===== src/rtl/spiRdPkg.sv =====
package spiRdPkg;
  localparam int WORD_W   = 32;
  localparam int ADDR_W   = 16;
  localparam int SEL_W    = 4;
  localparam int LEN_W    = 7;
  // Command word field positions
  localparam int DNC_POS  = 31;
  localparam int WR_POS   = 29;
  localparam int SEL_LSB  = 24;
  localparam int ADDR_LSB = 8;
  localparam int LEN_LSB  = 1;

  // Strobes from control to datapath
  typedef struct packed {
    logic capBit;    // take one MOSI bit into the command shifter
    logic loadHdr;   // command word accepted as a read
    logic loadOut;   // word boundary: move hold word into output shifter
    logic shiftOut;  // advance output shifter one bit
    logic issueRd;   // fire one register-file read
    logic clrAll;    // return datapath to its idle contents
  } dpStrobe_t;

  typedef enum logic [1:0] {
    ST_IDLE   = 2'd0,
    ST_HDR    = 2'd1,
    ST_STREAM = 2'd2,
    ST_HALT   = 2'd3
  } rdState_t;
endpackage


===== src/rtl/spiRdEdge.sv =====
module spiRdEdge (
  input  logic clk,
  input  logic rstN,
  input  logic sclkIn,
  input  logic csNIn,
  output logic sclkRise,
  output logic sclkFall,
  output logic csActive
);
  logic sclkQ;

  always_ff @(posedge clk or negedge rstN) begin
    if (!rstN) sclkQ <= 1'b0;
    else       sclkQ <= sclkIn;
  end

  assign csActive = ~csNIn;
  assign sclkRise = csActive & sclkIn & ~sclkQ;
  assign sclkFall = csActive & ~sclkIn & sclkQ;
endmodule


===== src/rtl/spiRdCtrl.sv =====
module spiRdCtrl
  import spiRdPkg::*;
#(
  parameter int WORD_BITS = WORD_W
) (
  input  logic      clk,
  input  logic      rstN,
  input  logic      csActive,
  input  logic      sclkRise,
  input  logic      sclkFall,
  input  logic      hdrParOk,
  input  logic      hdrIsRead,
  input  logic      moreRegs,
  output dpStrobe_t stb,
  output logic      hdrErr
);
  localparam int CNT_W = $clog2(WORD_BITS);
  localparam logic [CNT_W-1:0] LAST_BIT = CNT_W'(WORD_BITS - 1);

  rdState_t state, stateNxt;
  logic [CNT_W-1:0] bitCnt;
  logic setErr;

  always_comb begin
    stb      = '0;
    stateNxt = state;
    setErr   = 1'b0;
    unique case (state)
      ST_IDLE: begin
        stb.clrAll = 1'b1;
        if (csActive) stateNxt = ST_HDR;
      end
      ST_HDR: begin
        if (!csActive) begin
          stb.clrAll = 1'b1;
          stateNxt   = ST_IDLE;
        end else if (sclkRise) begin
          stb.capBit = 1'b1;
          if (bitCnt == LAST_BIT) begin
            if (!hdrParOk) begin
              setErr   = 1'b1;
              stateNxt = ST_HALT;
            end else if (!hdrIsRead) begin
              stateNxt = ST_HALT;
            end else begin
              stb.loadHdr = 1'b1;
              stateNxt    = ST_STREAM;
            end
          end
        end
      end
      ST_STREAM: begin
        if (!csActive) begin
          stb.clrAll = 1'b1;
          stateNxt   = ST_IDLE;
        end else if (sclkFall) begin
          if (bitCnt == '0) begin
            stb.loadOut = 1'b1;
            stb.issueRd = moreRegs;
          end else begin
            stb.shiftOut = 1'b1;
          end
        end
      end
      ST_HALT: begin
        if (!csActive) begin
          stb.clrAll = 1'b1;
          stateNxt   = ST_IDLE;
        end
      end
      default: stateNxt = ST_IDLE;
    endcase
  end

  always_ff @(posedge clk or negedge rstN) begin
    if (!rstN) begin
      state  <= ST_IDLE;
      bitCnt <= '0;
      hdrErr <= 1'b0;
    end else begin
      state <= stateNxt;
      if (state == ST_IDLE && csActive) begin
        bitCnt <= '0;
        hdrErr <= 1'b0;
      end else if (sclkRise && (state == ST_HDR || state == ST_STREAM)) begin
        bitCnt <= bitCnt + 1'b1;
      end
      if (setErr) hdrErr <= 1'b1;
    end
  end


  errNoRead_chk: assert property (@(posedge clk) disable iff (!rstN)
    hdrErr |-> !stb.issueRd);

  outStrobeExcl_chk: assert property (@(posedge clk) disable iff (!rstN)
    $onehot0({stb.loadOut, stb.shiftOut, stb.loadHdr}));

  noReadIdle_chk: assert property (@(posedge clk) disable iff (!rstN)
    !csActive |-> !stb.issueRd);
endmodule


===== src/rtl/spiRdData.sv =====
module spiRdData
  import spiRdPkg::*;
#(
  parameter int WORD_BITS = WORD_W,
  parameter int ADDR_BITS = ADDR_W,
  parameter int SEL_BITS  = SEL_W,
  parameter int LEN_BITS  = LEN_W
) (
  input  logic                 clk,
  input  logic                 rstN,
  input  logic                 mosiIn,
  input  dpStrobe_t            stb,
  input  logic [WORD_BITS-1:0] rfRdData,
  input  logic                 rfRdHit,
  output logic                 hdrParOk,
  output logic                 hdrIsRead,
  output logic                 moreRegs,
  output logic                 misoBit,
  output logic                 rfRdEn,
  output logic [SEL_BITS-1:0]  rfRdSel,
  output logic [ADDR_BITS-1:0] rfRdAddr
);
  localparam int CNT_W = LEN_BITS + 1;

  logic [WORD_BITS-1:0] hdrShift, hdrNext, outShift, holdWord;
  logic [ADDR_BITS-1:0] rdAddr;
  logic [SEL_BITS-1:0]  rdSel;
  logic [CNT_W-1:0]     regsLeft;
  logic                 rspPend;

  assign hdrNext   = {hdrShift[WORD_BITS-2:0], mosiIn};
  assign hdrParOk  = ^hdrNext;
  assign hdrIsRead = !hdrNext[DNC_POS] && !hdrNext[WR_POS];
  assign moreRegs  = (regsLeft != '0);
  assign misoBit   = outShift[WORD_BITS-1];
  assign rfRdEn    = stb.issueRd;
  assign rfRdAddr  = rdAddr;
  assign rfRdSel   = rdSel;

  always_ff @(posedge clk or negedge rstN) begin
    if (!rstN) begin
      hdrShift <= '0;
      outShift <= '0;
      holdWord <= '0;
      rdAddr   <= '0;
      rdSel    <= '0;
      regsLeft <= '0;
      rspPend  <= 1'b0;
    end else if (stb.clrAll) begin
      hdrShift <= '0;
      outShift <= '0;
      holdWord <= '0;
      rdAddr   <= '0;
      rdSel    <= '0;
      regsLeft <= '0;
      rspPend  <= 1'b0;
    end else begin
      rspPend <= stb.issueRd;
      if (stb.capBit) hdrShift <= hdrNext;
      if (stb.loadHdr) begin
        holdWord <= hdrNext;
        rdAddr   <= hdrNext[ADDR_LSB +: ADDR_BITS];
        rdSel    <= hdrNext[SEL_LSB +: SEL_BITS];
        regsLeft <= CNT_W'(hdrNext[LEN_LSB +: LEN_BITS]) + 1'b1;
      end
      if (stb.loadOut) begin
        outShift <= holdWord;
        holdWord <= '0;
      end else if (stb.shiftOut) begin
        outShift <= {outShift[WORD_BITS-2:0], 1'b0};
      end
      if (stb.issueRd) begin
        rdAddr   <= rdAddr + 1'b1;
        regsLeft <= regsLeft - 1'b1;
      end
      if (rspPend) holdWord <= rfRdHit ? rfRdData : '0;
    end
  end


  addrStep_chk: assert property (@(posedge clk) disable iff (!rstN)
    stb.issueRd |=> rdAddr == $past(rdAddr) + 1'b1);

  countGuard_chk: assert property (@(posedge clk) disable iff (!rstN)
    stb.issueRd |-> regsLeft != '0);

  missZero_chk: assert property (@(posedge clk) disable iff (!rstN)
    (rspPend && !rfRdHit && !stb.clrAll) |=> holdWord == '0);
endmodule


===== src/rtl/spiCtrlRdEngine.sv =====
module spiCtrlRdEngine
  import spiRdPkg::*;
#(
  parameter int WORD_BITS = WORD_W,
  parameter int ADDR_BITS = ADDR_W,
  parameter int SEL_BITS  = SEL_W,
  parameter int LEN_BITS  = LEN_W
) (
  input  logic                 clk,
  input  logic                 rstN,
  input  logic                 spiCsN,
  input  logic                 spiSclk,
  input  logic                 spiMosi,
  output logic                 spiMiso,
  output logic                 rfRdEn,
  output logic [SEL_BITS-1:0]  rfRdSel,
  output logic [ADDR_BITS-1:0] rfRdAddr,
  input  logic [WORD_BITS-1:0] rfRdData,
  input  logic                 rfRdHit,
  output logic                 hdrErr
);
  logic sclkRise, sclkFall, csActive;
  logic hdrParOk, hdrIsRead, moreRegs;
  dpStrobe_t stb;

  spiRdEdge uEdge (
    .clk(clk), .rstN(rstN), .sclkIn(spiSclk), .csNIn(spiCsN),
    .sclkRise(sclkRise), .sclkFall(sclkFall), .csActive(csActive)
  );

  spiRdCtrl #(.WORD_BITS(WORD_BITS)) uCtrl (
    .clk(clk), .rstN(rstN), .csActive(csActive),
    .sclkRise(sclkRise), .sclkFall(sclkFall),
    .hdrParOk(hdrParOk), .hdrIsRead(hdrIsRead), .moreRegs(moreRegs),
    .stb(stb), .hdrErr(hdrErr)
  );

  spiRdData #(
    .WORD_BITS(WORD_BITS), .ADDR_BITS(ADDR_BITS),
    .SEL_BITS(SEL_BITS), .LEN_BITS(LEN_BITS)
  ) uData (
    .clk(clk), .rstN(rstN), .mosiIn(spiMosi), .stb(stb),
    .rfRdData(rfRdData), .rfRdHit(rfRdHit),
    .hdrParOk(hdrParOk), .hdrIsRead(hdrIsRead), .moreRegs(moreRegs),
    .misoBit(spiMiso), .rfRdEn(rfRdEn), .rfRdSel(rfRdSel), .rfRdAddr(rfRdAddr)
  );


  csHighQuiet_chk: assert property (@(posedge clk) disable iff (!rstN)
    spiCsN |=> !spiMiso);
endmodule


===== config.mk =====
export PLATFORM = sky130hd
export DESIGN_NAME = spiCtrlRdEngine
export DESIGN_NICKNAME = d
export VERILOG_FILES = /design/src/rtl/spiRdPkg.sv /design/src/rtl/spiRdEdge.sv /design/src/rtl/spiRdCtrl.sv /design/src/rtl/spiRdData.sv /design/src/rtl/spiCtrlRdEngine.sv
export SDC_FILE = /design/constraint.sdc
export NUM_CORES = 1
export LEC_CHECK = 0
export ABC_AREA = 1
export BUFFER_PORTS_ARGS = -buffer_cell sky130_fd_sc_hd__buf_2
export CORE_UTILIZATION = 32
export DETAILED_ROUTE_END_ITERATION = 10
export GPL_TIMING_DRIVEN = 0
export RECOVER_POWER = 25
export SLEW_MARGIN = 20
export SYNTH_ARGS = -nofsm -noshare
export SYNTH_HDL_FRONTEND = slang
export SYNTH_SLANG_ARGS = --single-unit

===== constraint.sdc =====
create_clock -name clk -period 1.8 [get_ports clk]
set_input_delay 0.36 -clock clk [delete_from_list [all_inputs] [get_ports clk]]
set_output_delay 0.36 -clock clk [all_outputs]
set_load 0.05 [all_outputs]

## After elaboration in Yosys (flattened, before gate mapping)

Index checks and enable logic that the tools add are counted.

- Reduce and logical (&&, ||, !) cells: 20
- Add/sub/neg operators: 4
- Multiplexer cells: 50
- Bitwise logic cells: 7
- Eq/ne operators: 8

Operators with widths:

| operator | number |
|---|---|
| 32-bit two-way mux | 8 |
| 31-bit two-way mux | 2 |
| 16-bit two-way mux | 3 |
| 32-bit XOR reduction | 1 |
| 8-bit two-way mux | 3 |
| 1-bit two-way mux | 17 |
| 16-bit by 1-bit adder with 16-bit output, second input constant | 1 |
| 2-bit two-way mux | 8 |
| 5-bit two-way mux | 2 |
| 3-bit two-way mux | 3 |
| 7-bit by 1-bit adder with 8-bit output, second input constant | 1 |
| 4-bit two-way mux | 2 |
| 2-bit nonzero test | 4 |
| 8-bit nonzero test | 1 |
| 8-bit by 1-bit subtractor with 8-bit output, second input constant | 1 |
| 3-bit by 2-bit inequality test with 1-bit output, second input constant | 2 |
| 2-bit case mux with 3 select lines | 1 |
| 3-bit nonzero test | 2 |
| 5-bit by 1-bit adder with 5-bit output, second input constant | 1 |
| 5-bit == test, second input constant | 1 |
| 5-bit zero test | 1 |
| 1-bit AND | 4 |
| 2-bit == test, second input constant | 2 |
| 4-bit AND reduction | 1 |
| other kinds (12) | 17 |

- Word-level logic and storage cells: 100
- Flip-flop bits (word level): 133

## Logic depth before layout (Yosys ltp)

Gate-level depths: netlist of the first run.

- Depth in word-level cells: 12
- Depth in mapped cells: 17

## Cells and area by module

From an unflattened synthesis of the first run, not the netlist that was laid out.

- Cell total of the unflattened synthesis: 955
- Area total of the unflattened synthesis: 7213.2 µm²

By module, submodules not included:

| module | cells each | area an instance (µm²) | times used |
|---|---|---|---|
| spiRdData | 870 | 6590.1 | 1 |
| spiRdCtrl | 79 | 579.3 | 1 |
| spiRdEdge | 6 | 43.8 | 1 |

## Worst setup path before layout of the first run

Ideal clock, no wire load.

- Path type: register to register
- Start point: register uData.rdAddr[0], in the netlist uData.rfRdAddr[0]
- End point: register uData.rdAddr[14], in the netlist uData.rfRdAddr[14]
- Arrival: 1.984 ns
- Period minus slack after synthesis: 2.103 ns
- Cell stages (with the launch flop): 12
- Path buffers: 0
- Setup slack: -0.303 ns
- Cell sequence: dfrtp_1 > ha_1 > nand2_1 > nor2_1 > nand2_1 > nor2_1 > nand4_1 > nor3_1 > xnor2_1 > nand2_1 > nand3_1 > nand2_1

- Cells in the longest elaborated chain, start to end: 3

Ends and longest elaborated chain:

| item | RTL line | text |
|---|---|---|
| start, declared | spiRdData.sv:26 | `logic [ADDR_BITS-1:0] rdAddr;` |
| start signal, assigned | spiRdData.sv:62 | `rdAddr <= hdrNext[ADDR_LSB +: ADDR_BITS];` |
| start signal, assigned | spiRdData.sv:73 | `rdAddr <= rdAddr + 1'b1;` |
| 16-bit by 1-bit adder with 16-bit output | spiRdData.sv:73 |  |
| 16-bit two-way mux | spiRdData.sv:72 | `if (stb.issueRd) begin` |
| 16-bit two-way mux | spiRdData.sv:49 | `end else if (stb.clrAll) begin` |

No other way between the ends.
A chain may end at the register's enable or synchronous reset.

## Worst setup path in the final report of the first run

- Start point: register uCtrl.bitCnt[1]
- End point: output port rfRdEn

- Cells in the longest elaborated chain, start to end: 5

Ends and longest elaborated chain:

| item | RTL line | text |
|---|---|---|
| start, declared | spiRdCtrl.sv:21 | `logic [CNT_W-1:0] bitCnt;` |
| start signal, assigned | spiRdCtrl.sv:86 | `bitCnt <= bitCnt + 1'b1;` |
| 5-bit zero test | spiRdCtrl.sv:57 | `if (bitCnt == '0) begin` |
| 1-bit two-way mux | spiRdCtrl.sv:57 |  |
| 3-bit two-way mux | spiRdCtrl.sv:56 | `end else if (sclkFall) begin` |
| 3-bit two-way mux | spiRdCtrl.sv:53 | `if (!csActive) begin` |
| 3-bit two-way mux | spiRdCtrl.sv:28 | `unique case (state)` |
| end, declared | spiCtrlRdEngine.sv:15 | `output logic rfRdEn,` |

No other way between the ends.

==> metrics.txt, run 1 <==
Skew-Pair Late Insertion Delay around 0.43 ns; largest net degree at the start of global routing roughly 70; # diodes 0; EDFF count, synth 0; Worst Setup End Kind output port; status finished, violations left; Crit Path Class reg2out; Placed Cells about 1400; share of layout cells above drive strength 1 approximately a quarter; Worst EP arrival between 1.5 and 2 ns; # setup viols final 63; startpoint types register; Gate Count Post-Synth between 1000 and 1500; Tcrit/Tclk final 126%; vias in the first global route roughly 7200; Rel. slew slack ~38%; Area Growth Syn to Fin 33.6%; clk root buf clkbuf_16; Top FF cell, synth dfrtp_1; dpl cell area between 8000 and 9000 µm²; P_leak about 4.8 nW; antenna violations before repair 0; max-slew violation count 0; most frequent cell after synthesis nand2_1; cts bufs inserted 17; TritonCTS clock tree done; I/O pin count 61; total clock sinks roughly 130; # rows between 50 and 60; final core occ between 40% and 50%; post-DR wirelength/cell 15.6 µm; worst vdd ir between 0.5 and 0.6 mV; via count between 7000 and 8000; Final GP Congestion ~0.85; met2 Use GR around a third; Worst Setup Slack, final -0.475 ns; Longest Clk Path Bufs 2; CP required 1.44 ns; failing checks setup timing; min Tclk post-route about 2.3 ns; Syn Nets between 1000 and 1500; #FFs+latches synth between 100 and 150; gr ovfl total 0; WL final about 23000 µm; synth unique cells 36; met1 usage between 20% and 30%; Pwr Total approximately 0.01 W; number of remaining DRC errors 0; GRT Util Overall 20.1%; filler cell count 2272; Synth area leaders dfrtp_1 44%, nand2_1 16%, o21ai_0 8.2%; global-route wire length before repair between 30000 and 40000 µm; die width between 150 and 200 µm; Yosys warning count 0; slowest CP cell dfrtp_1; max incr delay on CP 0.39 ns; post-synth top area share 44.0%; MaxCap Viol Count 0; synthesized cell area 7560 µm²; final non-filler cell total ~1500; final instance area ~10000 µm²; Hold Violations, Final 0; Die Y about 160 µm; Clock transition at path regs approximately 0.06 ns; antenna-violating nets left 0; Via density just under 5; fmax 440 MHz; core footprint 22900 µm²; Tightest Hold Check Type in2reg; critical-path cell list inv_2 -> ha_4 -> nand2_4 -> nor3_4 -> inv_2 -> nor2_4 -> nand2_4 -> inv_8 -> buf_12 -> buf_12; CP bufs+invs 5; Final #Nets 1224; layer with the highest usage met2; PortBufs 60; cell taking the most area after synthesis dfrtp_1; DR iter-0 viols ~480; Mapped Avg Cell Area 7.27 µm²; initial core utilization around a third; top cell family by delay on the critical path simple AND/OR/NAND/NOR gates; Slew @ Worst Pin about 0.93 ns; Post-DP HPWL between 15000 and 20000 µm; sequential-to-total area share from yosys stat 44.0%; critical path peak fanout 3; Final Skew 0.00620 ns; RSZ-0062 raised after global routing yes; M3 GR Usage between 4 and 5%; ys async rst share 100%; H-Tree Depth 4; synth cell count leaders 314 x nand2_1, 133 x dfrtp_1, 124 x o21ai_0; Power Density between 900 and 1000 nW/µm²; full die area around 24000 µm²; drt pass-1 iters 5
repair_timing:
item / in CTS / in global routing
endpoints found under the hold margin: 63 / 0
pin swaps: 49 / 19
setup buffers: 33 / 11
gates cloned: 10 / 0
hold buffers: 1 / 0
endpoints found under the setup margin: 127 / 127
resized for setup: 135 / 96
cell type report:
class	count	area (µm²)	share of cell area (%)
tap	313	392	3.88
multi-input combinational	760	4080	40.4
clock inverter	12	155	1.54
inverter	95	364	3.61
timing repair buffer	113	922	9.13
clock buffer	19	443	4.39
buffer	52	404	4.00
sequential	133	3340	33.0
final timing paths:
path,endpoint,from,slack (ns),cells after the start
max in group asynchronous,uData.rfRdAddr[2]$_DFFE_PN0P_,rstN,0.29,3
setup / recovery,rfRdEn,uCtrl.bitCnt[1]$_DFFE_PN0P_,-0.48,10
hold / removal,uEdge.sclkQ$_DFF_PN0_,spiSclk,0.06,1
setup reg to reg,uData.regsLeft[6]$_DFFE_PN0P_,uData.hdrShift[1]$_DFFE_PN0P_,-0.41,17
min in group asynchronous,uData.outShift[7]$_DFFE_PN0P_,rstN,0.64,2
hold reg to reg,uData.outShift[31]$_DFFE_PN0P_,uData.outShift[31]$_DFFE_PN0P_,0.50,2
worst reg2reg max path, stage by stage, from the launching register on:
cell and delay (ns):
dfrtp_2 0.43, ha_4 0.29, inv_2 0.04, nand2_2 0.06, nand2_1 0.05, nand2_1 0.07
nand3_2 0.08, nand2_4 0.10, nand2_1 0.06, nand2_1 0.05, nand2_1 0.06, nand2_2 0.13
nand3_4 0.11, buf_12 0.18, buf_6 0.12, buf_12 0.14, nand3_1 0.09, nand2_1 0.06
per-layer routing:
layer / wire length, µm / up-vias / share of wire, %
li1: - / 3671 / -
met1: 10800 / 3514 / 46
met2: 10900 / 185 / 47
met3: 1320 / 25 / 5.6
met4: 368 / 0 / 1.6
met5: 0 / - / 0
sequential cells by signal, indices dropped and copies added, names as in the netlist:
name / count
uCtrl.bitCnt: 5
uData.holdWord: 32
uCtrl.hdrErr: 1
uData.regsLeft: 8
uData.hdrShift: 31
uData.rspPend: 1
uData.rfRdAddr: 16
uCtrl.state: 2
uEdge.sclkQ: 1
uData.rfRdSel: 4
uData.outShift: 32
placed cells by master (no fill, tap or decap), types with 4 or more instances in the layout:
master	count
nand2_1	297
dfrtp_1	127
o21ai_0	83
inv_1	75
nor2_1	66
buf_2	63
nand3_1	56
o21ai_1	52
buf_4	36
nand4_1	33
nor2_2	23
a21oi_1	22
buf_6	20
inv_2	19
nand3_2	19
clkbuf_16	17
nand2_2	15
clkbuf_1	14
a22o_1	14
nor3_1	11
xor2_1	11
buf_12	10
nor2_4	9
clkbuf_2	9
ha_4	7
ha_1	6
dfrtp_2	6
nand2_4	5
buf_8	5
xnor2_1	4
o21ai_2	4
buf_16	4
through the flow:
step | hold slack, ns | setup slack, ns | TNS [ns]
2_1_floorplan | 0.0644 | -0.0922 | -4.14
3_3_place_gp | 0.485 | -1.89 | -266.12
3_5_place_dp | 0.346 | -0.667 | -52.61
4_1_cts | 0.0381 | -0.522 | -22.58
5_1_grt | 0.0630 | -0.581 | -32.62
6_report | 0.0603 | -0.475 | -22.21
report_power, final:
group,leakage [nW],internal (W),switching (W),total [W]
Sequential,1.84,0.00311,0.000102,0.00321
Combinational,2.67,0.00122,0.00194,0.00316
Clock,0.289,0.00221,0.00139,0.00360
Total,4.80,0.00654,0.00343,0.00997
kinds of logic (layout without fill, tap and decap cells):
logic type | count (synthesis) | count (layout) | synth area share, %
buf+inv | 148 | 291 | 7.91
flops | 133 | 133 | 44.0
fa+ha+maj | 14 | 14 | 2.32
simple gates | 545 | 546 | 30.8
xor+xnor | 15 | 15 | 1.74
compound gates | 185 | 185 | 13.2
Note: power is estimated with default switching activity, not from simulation.
==> inputs of run 2 (changes only) <==
--- a/config.mk
+++ b/config.mk
@@ -7,6 +7,7 @@
 export LEC_CHECK = 0
 export ABC_AREA = 1
 export BUFFER_PORTS_ARGS = -buffer_cell sky130_fd_sc_hd__buf_2
+export CORE_MARGIN = 2
 export CORE_UTILIZATION = 32
 export DETAILED_ROUTE_END_ITERATION = 10
 export GPL_TIMING_DRIVEN = 0
==> metrics.txt, run 2 (synthesized netlist as in run 1, its figures left out) <==
status finished, violations left; failing checks setup timing; share of layout cells above drive strength 1 27.0% (+1.4 points); GRT Util Overall 19.1% (-1.0 points); I/O pin count 61 (unchanged); Worst Setup Slack, final -0.463 ns (+0.0118 ns); initial core utilization 32.4% (-0.59 points); CP required 2.12 ns (+0.68 ns); Via density 4.93 (-0.19%); min Tclk post-route 2.26 ns (-0.0118 ns); fmax 442 MHz (+0.52%); NetSw 0.00341 W (-0.59%); P_leak 4.75 nW (-0.95%); Slew @ Worst Pin 1.26 ns (+0.330 ns); number of remaining DRC errors 0 (unchanged); core footprint 23300 µm² (+1.8%); Hold Violations, Final 0 (unchanged); clk root buf clkbuf_16; PortBufs 60 (unchanged); die width 158 µm (+1.3%); worst vdd ir 0.610 mV (+19%); vias in the first global route 7055 (-1.7%); Post-DP HPWL 16300 µm (-1.5%); sequential power share 33.7% (+1.5 points); biggest regs uData.holdWord (32), uData.outShift (32), uData.hdrShift (31); full die area 24900 µm² (+2.6%); Worst Setup End Kind register; # rows 56 (+1.8%); gr ovfl total 0 (unchanged); clock group share of total power 34.5% (-1.6 points); met1 usage 24.0% (-2.9 points); Final Skew 0.0129 ns (+0.00674 ns); via count 7317 (-1.1%); antenna-violating nets left 0 (unchanged); Tcrit/Tclk final 126% (-0.66 points); cts bufs inserted 17 (unchanged); max-slew violation count 0 (unchanged); Area Growth Syn to Fin 31.6%; layer with the highest usage met2; commonest non-fill, non-tap cell in the layout nand2_1; global-route wire length before repair 36500 µm (-2.6%); # setup viols final 65 (+3.2%); Worst EP arrival 2.59 ns (+0.67 ns); post-DR wirelength/cell 15.6 µm (-0.29%); Longest Clk Path Bufs 2 (unchanged); startpoint types register; sw frac 35.8% (+1.4 points); Power Density 958 nW/µm² (-3.0%); drt pass-1 iters 5 (unchanged); Die Y 158 µm (+1.3%); setup TNS -25.39 ns (-3.18 ns); critical path peak fanout 6 (+3); met2 Use GR 31.5% (-0.97 points); Rel. slew slack 15.7% (-22 points); Final #Nets 1204 (-1.6%); most frequent cells in the layout 251 x nand2_1, 127 x dfrtp_1, 102 x o21ai_0; H-Tree Depth 4 (unchanged); DR iter-0 viols 485 (+1.9%); Pwr Total 0.00952 W (-4.5%); total clock sinks 133 (unchanged); logic gate share of total power 31.8% (about the same); MaxCap Viol Count 0 (unchanged); cell-internal power 0.00611 W (-6.5%); filler cell count 2298 (+1.1%); Tightest Hold Check Type in2reg; M3 GR Usage 3.04% (-0.99 points); Setup Slack @ Placement -0.587 ns (+0.0800 ns); TritonCTS clock tree done; Clock transition at path regs 0.06 ns (about the same); # diodes 0 (unchanged); largest net degree at the start of global routing 87 (+23%); antenna violations before repair 0 (unchanged); Skew-Pair Late Insertion Delay 0.44 ns (about the same); RSZ-0062 raised after global routing yes; Crit Path Class reg2reg; WL final 23100 µm (-1.2%); Final GP Congestion 0.874 (+3.2%)
[run 2: changes by cell type in the layout (fill, tap and decap cells not counted), sizes merged]
| cell | before | now |
|---|---|---|
| buf | 139 | 112 |
| bufinv | 3 | 0 |
| nand2 | 318 | 317 |
| clkinvlp | 2 | 4 |
| clkbuf | 44 | 54 |
[run 2: area by class of cell]
| cell class | instances | area (µm²) | area share (%) |
|---|---|---|---|
| clock inverters | 11 | 76.3 | 0.767 |
| clock buffers | 21 | 480 | 4.83 |
| multi-input cells | 759 | 4160 | 41.8 |
| well taps | 319 | 399 | 4.01 |
| flip-flops and latches | 133 | 3340 | 33.5 |
| inverters | 95 | 364 | 3.66 |
| plain buffers | 51 | 375 | 3.77 |
| repair buffers | 95 | 761 | 7.65 |
[run 2: worst max-delay path, cell delays in order (launching register included)]
cell and delay, ns:
dfrtp_2 0.46, ha_4 0.30, inv_2 0.04, nand2_2 0.07, nand2_2 0.06, nand2_2 0.05
nand3_2 0.07, nand2_4 0.09, inv_2 0.04, nand2_1 0.05, nand2_1 0.04, nand2_1 0.07
nand2_2 0.09, nand3_4 0.13, buf_6 0.12, nand3_4 0.14, buf_6 0.19, nand2_2 0.07
nand2_1 0.06
[run 2: power by group through the flow]
stage	Sequential, W	Combinational, W	Clock [W]
global placement	0.00326	0.00216	0
CTS	0.00321	0.00277	0.00333
finish	0.00321	0.00302	0.00329
floorplan	0.00327	0.00149	0
detailed placement	0.00326	0.00217	0
global route	0.00322	0.00332	0.00348
[run 2: through the flow]
| stage | cells | util [%] | cell area (µm²) | hold WS [ns] |
|---|---|---|---|---|
| floorplan | 1040 | - | 7690 | 0.0644 |
| global placement | 1419 | 36.0 | 8390 | 0.487 |
| detailed placement | 1420 | 36.1 | 8430 | 0.294 |
| CTS | 1482 | 41.7 | 9730 | 0.0436 |
| global route | 1484 | 42.6 | 9950 | 0.0742 |
| finish | 1484 | 42.6 | 9950 | 0.0653 |
[run 2: path summary, 6_finish.rpt]
kind	start	end	slack [ns]	cells past startpoint
min in group asynchronous	rstN	uData.rfRdAddr[4]$_DFFE_PN0P_	0.73	2
setup reg to reg	uData.hdrShift[2]$_DFFE_PN0P_	uData.holdWord[4]$_DFFE_PN0P_	-0.46	18
setup / recovery	uData.hdrShift[2]$_DFFE_PN0P_	uData.holdWord[4]$_DFFE_PN0P_	-0.46	18
hold / removal	spiSclk	uEdge.sclkQ$_DFF_PN0_	0.07	1
max in group asynchronous	rstN	uData.outShift[3]$_DFFE_PN0P_	0.02	3
hold reg to reg	uData.outShift[27]$_DFFE_PN0P_	uData.outShift[27]$_DFFE_PN0P_	0.51	2
[run 2: metal layers]
layer  vias up  part of all wire (%)
met3        55                   3.2
met2       164                    49
met5         -                     0
met1      3462                    44
met4         0                   3.9
li1       3636                     -
[run 2: what timing repair did]
item,in CTS,in global routing
gates resized for setup,131,102
endpoints found under the setup margin,126,124
gates cloned,8,1
hold endpoints to repair,47,0
buffers inserted,21,5
hold buffers,1,0
pin swaps,25,20
==> inputs of run 3 (changes only) <==
--- a/config.mk
+++ b/config.mk
@@ -5,11 +5,9 @@
 export SDC_FILE = /design/constraint.sdc
 export NUM_CORES = 1
 export LEC_CHECK = 0
-export ABC_AREA = 1
-export BUFFER_PORTS_ARGS = -buffer_cell sky130_fd_sc_hd__buf_2
-export CORE_MARGIN = 2
 export CORE_UTILIZATION = 32
 export DETAILED_ROUTE_END_ITERATION = 10
+export DONT_BUFFER_PORTS = 1
 export GPL_TIMING_DRIVEN = 0
 export RECOVER_POWER = 25
 export SLEW_MARGIN = 20
==> metrics.txt, run 3 <==
Top FF cell, synth dfrtp_1; fmax 368 MHz (-17%); PortBufs 0 (-100%); Simple-Gate Fraction of Synth Area 13.3% (-17 points); startpoint types register; Power Density 974 nW/µm² (+1.7%); critical path peak fanout 6 (unchanged); status finished, violations left; Crit Path Class reg2reg; dpl cell area 7450 µm² (-12%); Worst Setup End Kind register; ys async rst share 100% (unchanged); Gate Count Post-Synth 690 (-34%); antenna-violating nets left 0 (unchanged); Area Growth Syn to Fin 32.2%; Compound-Gate Fraction of Synth Area 16.7% (+3.4 points); setup TNS -56.12 ns (-30.74 ns); Rel. slew slack 53.8% (+38 points); synthesized cell area 6910 µm² (-8.5%); global-route wire length before repair 33500 µm (-8.3%); # rows 53 (-5.4%); Final Skew 0.00782 ns (-0.00511 ns); Syn Nets 742 (-32%); share of layout cells above drive strength 1 28.3% (+1.2 points); cts bufs inserted 17 (unchanged); slowest CP cell dfrtp_2; min Tclk post-route 2.72 ns (+0.454 ns); final core occ 43.3% (+0.71 points); most frequent cells in the layout 121 x dfrtp_1, 94 x nand2_1, 32 x o21ai_1; RSZ-0062 raised after global routing yes; Tcrit/Tclk final 151% (+25 points); vias in the first global route 5715 (-19%); worst hold slack -0.372 ns (-0.437 ns); largest family of logic cells by synthesized area compound AO/OA/AOI/OAI gates; WL final 22000 µm (-4.9%); drt pass-1 iters 5 (unchanged); Clock transition at path regs 0.06 ns (about the same); max incr delay on CP 0.45 ns (about the same); Hold Violations, Final 133 (+133); sequential-to-total area share from yosys stat 48.1% (+4.1 points); synth cell count leaders 133 x dfrtp_1, 95 x nand2_1, 60 x o21ai_0; worst vdd ir 0.570 mV (-6.6%); commonest non-fill, non-tap cell in the layout dfrtp_1; final instance area 9140 µm² (-8.1%); max-slew violation count 0 (unchanged); biggest regs uData.holdWord (32), uData.outShift (32), uData.hdrShift (31); critical-path cell list ha_1 -> xor2_1 -> xnor2_1 -> xnor2_2 -> xnor3_2 -> o21ai_4 -> buf_12 -> clkbuf_16 -> mux2_2; filler cell count 1983 (-14%); Worst Setup Slack, final -0.917 ns (-0.454 ns); top cell family by delay on the critical path XOR/XNOR gates; Final #Nets 805 (-33%); mux cell area share after synthesis 9.97% (+10 points); initial core utilization 32.8% (+0.39 points); antenna violations before repair 0 (unchanged); EDFF count, synth 0 (unchanged); Worst EP arrival 3.03 ns (+0.44 ns); H-Tree Depth 4 (unchanged); # setup viols final 96 (+48%); core footprint 21100 µm² (-9.6%); Mapped Avg Cell Area 10.0 µm² (+38%); I/O pin count 61 (unchanged); Slew @ Worst Pin 0.693 ns (-0.571 ns); P_leak 3.97 nW (-16%); Hold Buf Count CTS 1 (unchanged); GRT Util Overall 20.1% (+0.98 points); total clock sinks 133 (unchanged); gr ovfl total 0 (unchanged); largest net degree at the start of global routing 134 (+54%); die width 149 µm (-5.5%); Die Y 149 µm (-5.5%); MaxCap Viol Count 0 (unchanged); CP required 2.11 ns (about the same); most frequent cell after synthesis dfrtp_1; # diodes 0 (unchanged); Synth area leaders dfrtp_1 48%, nand2_1 5.2%, mux2i_1 4.9%; #FFs+latches synth 133 (unchanged); number of remaining DRC errors 0 (unchanged); full die area 22200 µm² (-11%); synth unique cells 57 (+58%); Longest Clk Path Bufs 2 (unchanged); Final GP Congestion 0.834 (-4.7%); cell taking the most area after synthesis dfrtp_1; Yosys warning count 0 (unchanged); DR iter-0 viols 496 (+2.3%); post-synth top area share 48.1% (+4.1 points); TritonCTS clock tree done; via count 5826 (-20%); Post-DP HPWL 14200 µm (-13%); Tightest Hold Check Type in2async; clk root buf clkbuf_16; failing checks hold timing, setup timing; XOR/XNOR share of the synthesized area 5.76% (+4.0 points); post-DR wirelength/cell 21.2 µm (+36%); Via density 5.61 (+14%); Skew-Pair Late Insertion Delay 0.43 ns (about the same); CP bufs+invs 2 (-2); adder-cell area share of the yosys netlist 2.53% (+0.22 points)
run 3: final timing paths:
path	start	to	slack, ns	cells after the start
max in group asynchronous	rstN	uData.rfRdAddr[1]$_DFFE_PN0P_	1.95	0
worst min register to register	uData.outShift[16]$_DFFE_PN0P_	uData.outShift[16]$_DFFE_PN0P_	0.48	2
worst max register to register	uData.hdrShift[1]$_DFFE_PN0P_	uData.holdWord[2]$_DFFE_PN0P_	-0.92	9
min in group clk	spiMosi	uData.hdrShift[0]$_DFFE_PN0P_	0.06	2
worst max-delay path	uData.hdrShift[1]$_DFFE_PN0P_	uData.holdWord[2]$_DFFE_PN0P_	-0.92	9
worst min-delay path	rstN	uData.outShift[4]$_DFFE_PN0P_	-0.37	0
run 3: cell families after synthesis:
group                    Yosys count
AND/OR/NAND/NOR                  202
AO/OA/AOI/OAI                    174
flip-flops                       133
multiplexers                      65
buffers and inverters             63
XOR/XNOR                          39
adder cells (fa/ha/maj)           14
run 3: worst reg2reg max path, delay by kind of cell, from the launching register on:
family	cells	cell delay, ns
AOI/OAI and AO/OA	1	0.19
muxes	1	0.32
DFF	1	0.45
adders and majority gates	1	0.31
buffers and inverters	2	0.32
xor gates and xnor gates	4	1.01
run 3: per-layer routing:
metal / track usage [%] / wire (µm) / vias up
li1: - / - / 2629
met1: 26.8 / 9850 / 2948
met2: 30.7 / 9920 / 217
met3: 6.82 / 1820 / 32
met4: 5.77 / 391 / 0
met5: 0 / 0 / -
run 3: metrics by stage:
| stage | std cells | worst slack (ns) | total power, W |
|---|---|---|---|
| 6_report | 1039 | -0.917 | 0.00890 |
| 5_1_grt | 1039 | -0.977 | 0.00918 |
| 4_1_cts | 1025 | -0.998 | 0.00834 |
| 3_5_place_dp | 965 | -1.09 | 0.00452 |
| 3_3_place_gp | 965 | -1.08 | 0.00450 |
| 2_1_floorplan | 690 | -0.679 | 0.00416 |
run 3: timing repair:
item                                    CTS  global route
hold endpoints to repair                134           133
setup buffers                            27             9
endpoints found under the setup margin  128           129
gates resized for setup                 123            88
cloned                                    4             6
pin swaps                                13            14
run 3: cell type report:
type | count | area [µm²] | area share [%]
well taps | 275 | 344 | 3.76
multi-input cells | 495 | 3860 | 42.3
clock buffers | 26 | 509 | 5.57
inverters | 13 | 53.8 | 0.589
clock inverters | 4 | 45.0 | 0.493
repair buffers | 45 | 541 | 5.91
flip-flops and latches | 133 | 3340 | 36.6
plain buffers | 48 | 440 | 4.82
run 3: power breakdown:
group / leakage (nW) / switching [W] / internal (W)
registers: 1.83 / 0.0000295 / 0.00303
logic: 1.86 / 0.00124 / 0.00127
clock network: 0.276 / 0.00127 / 0.00206
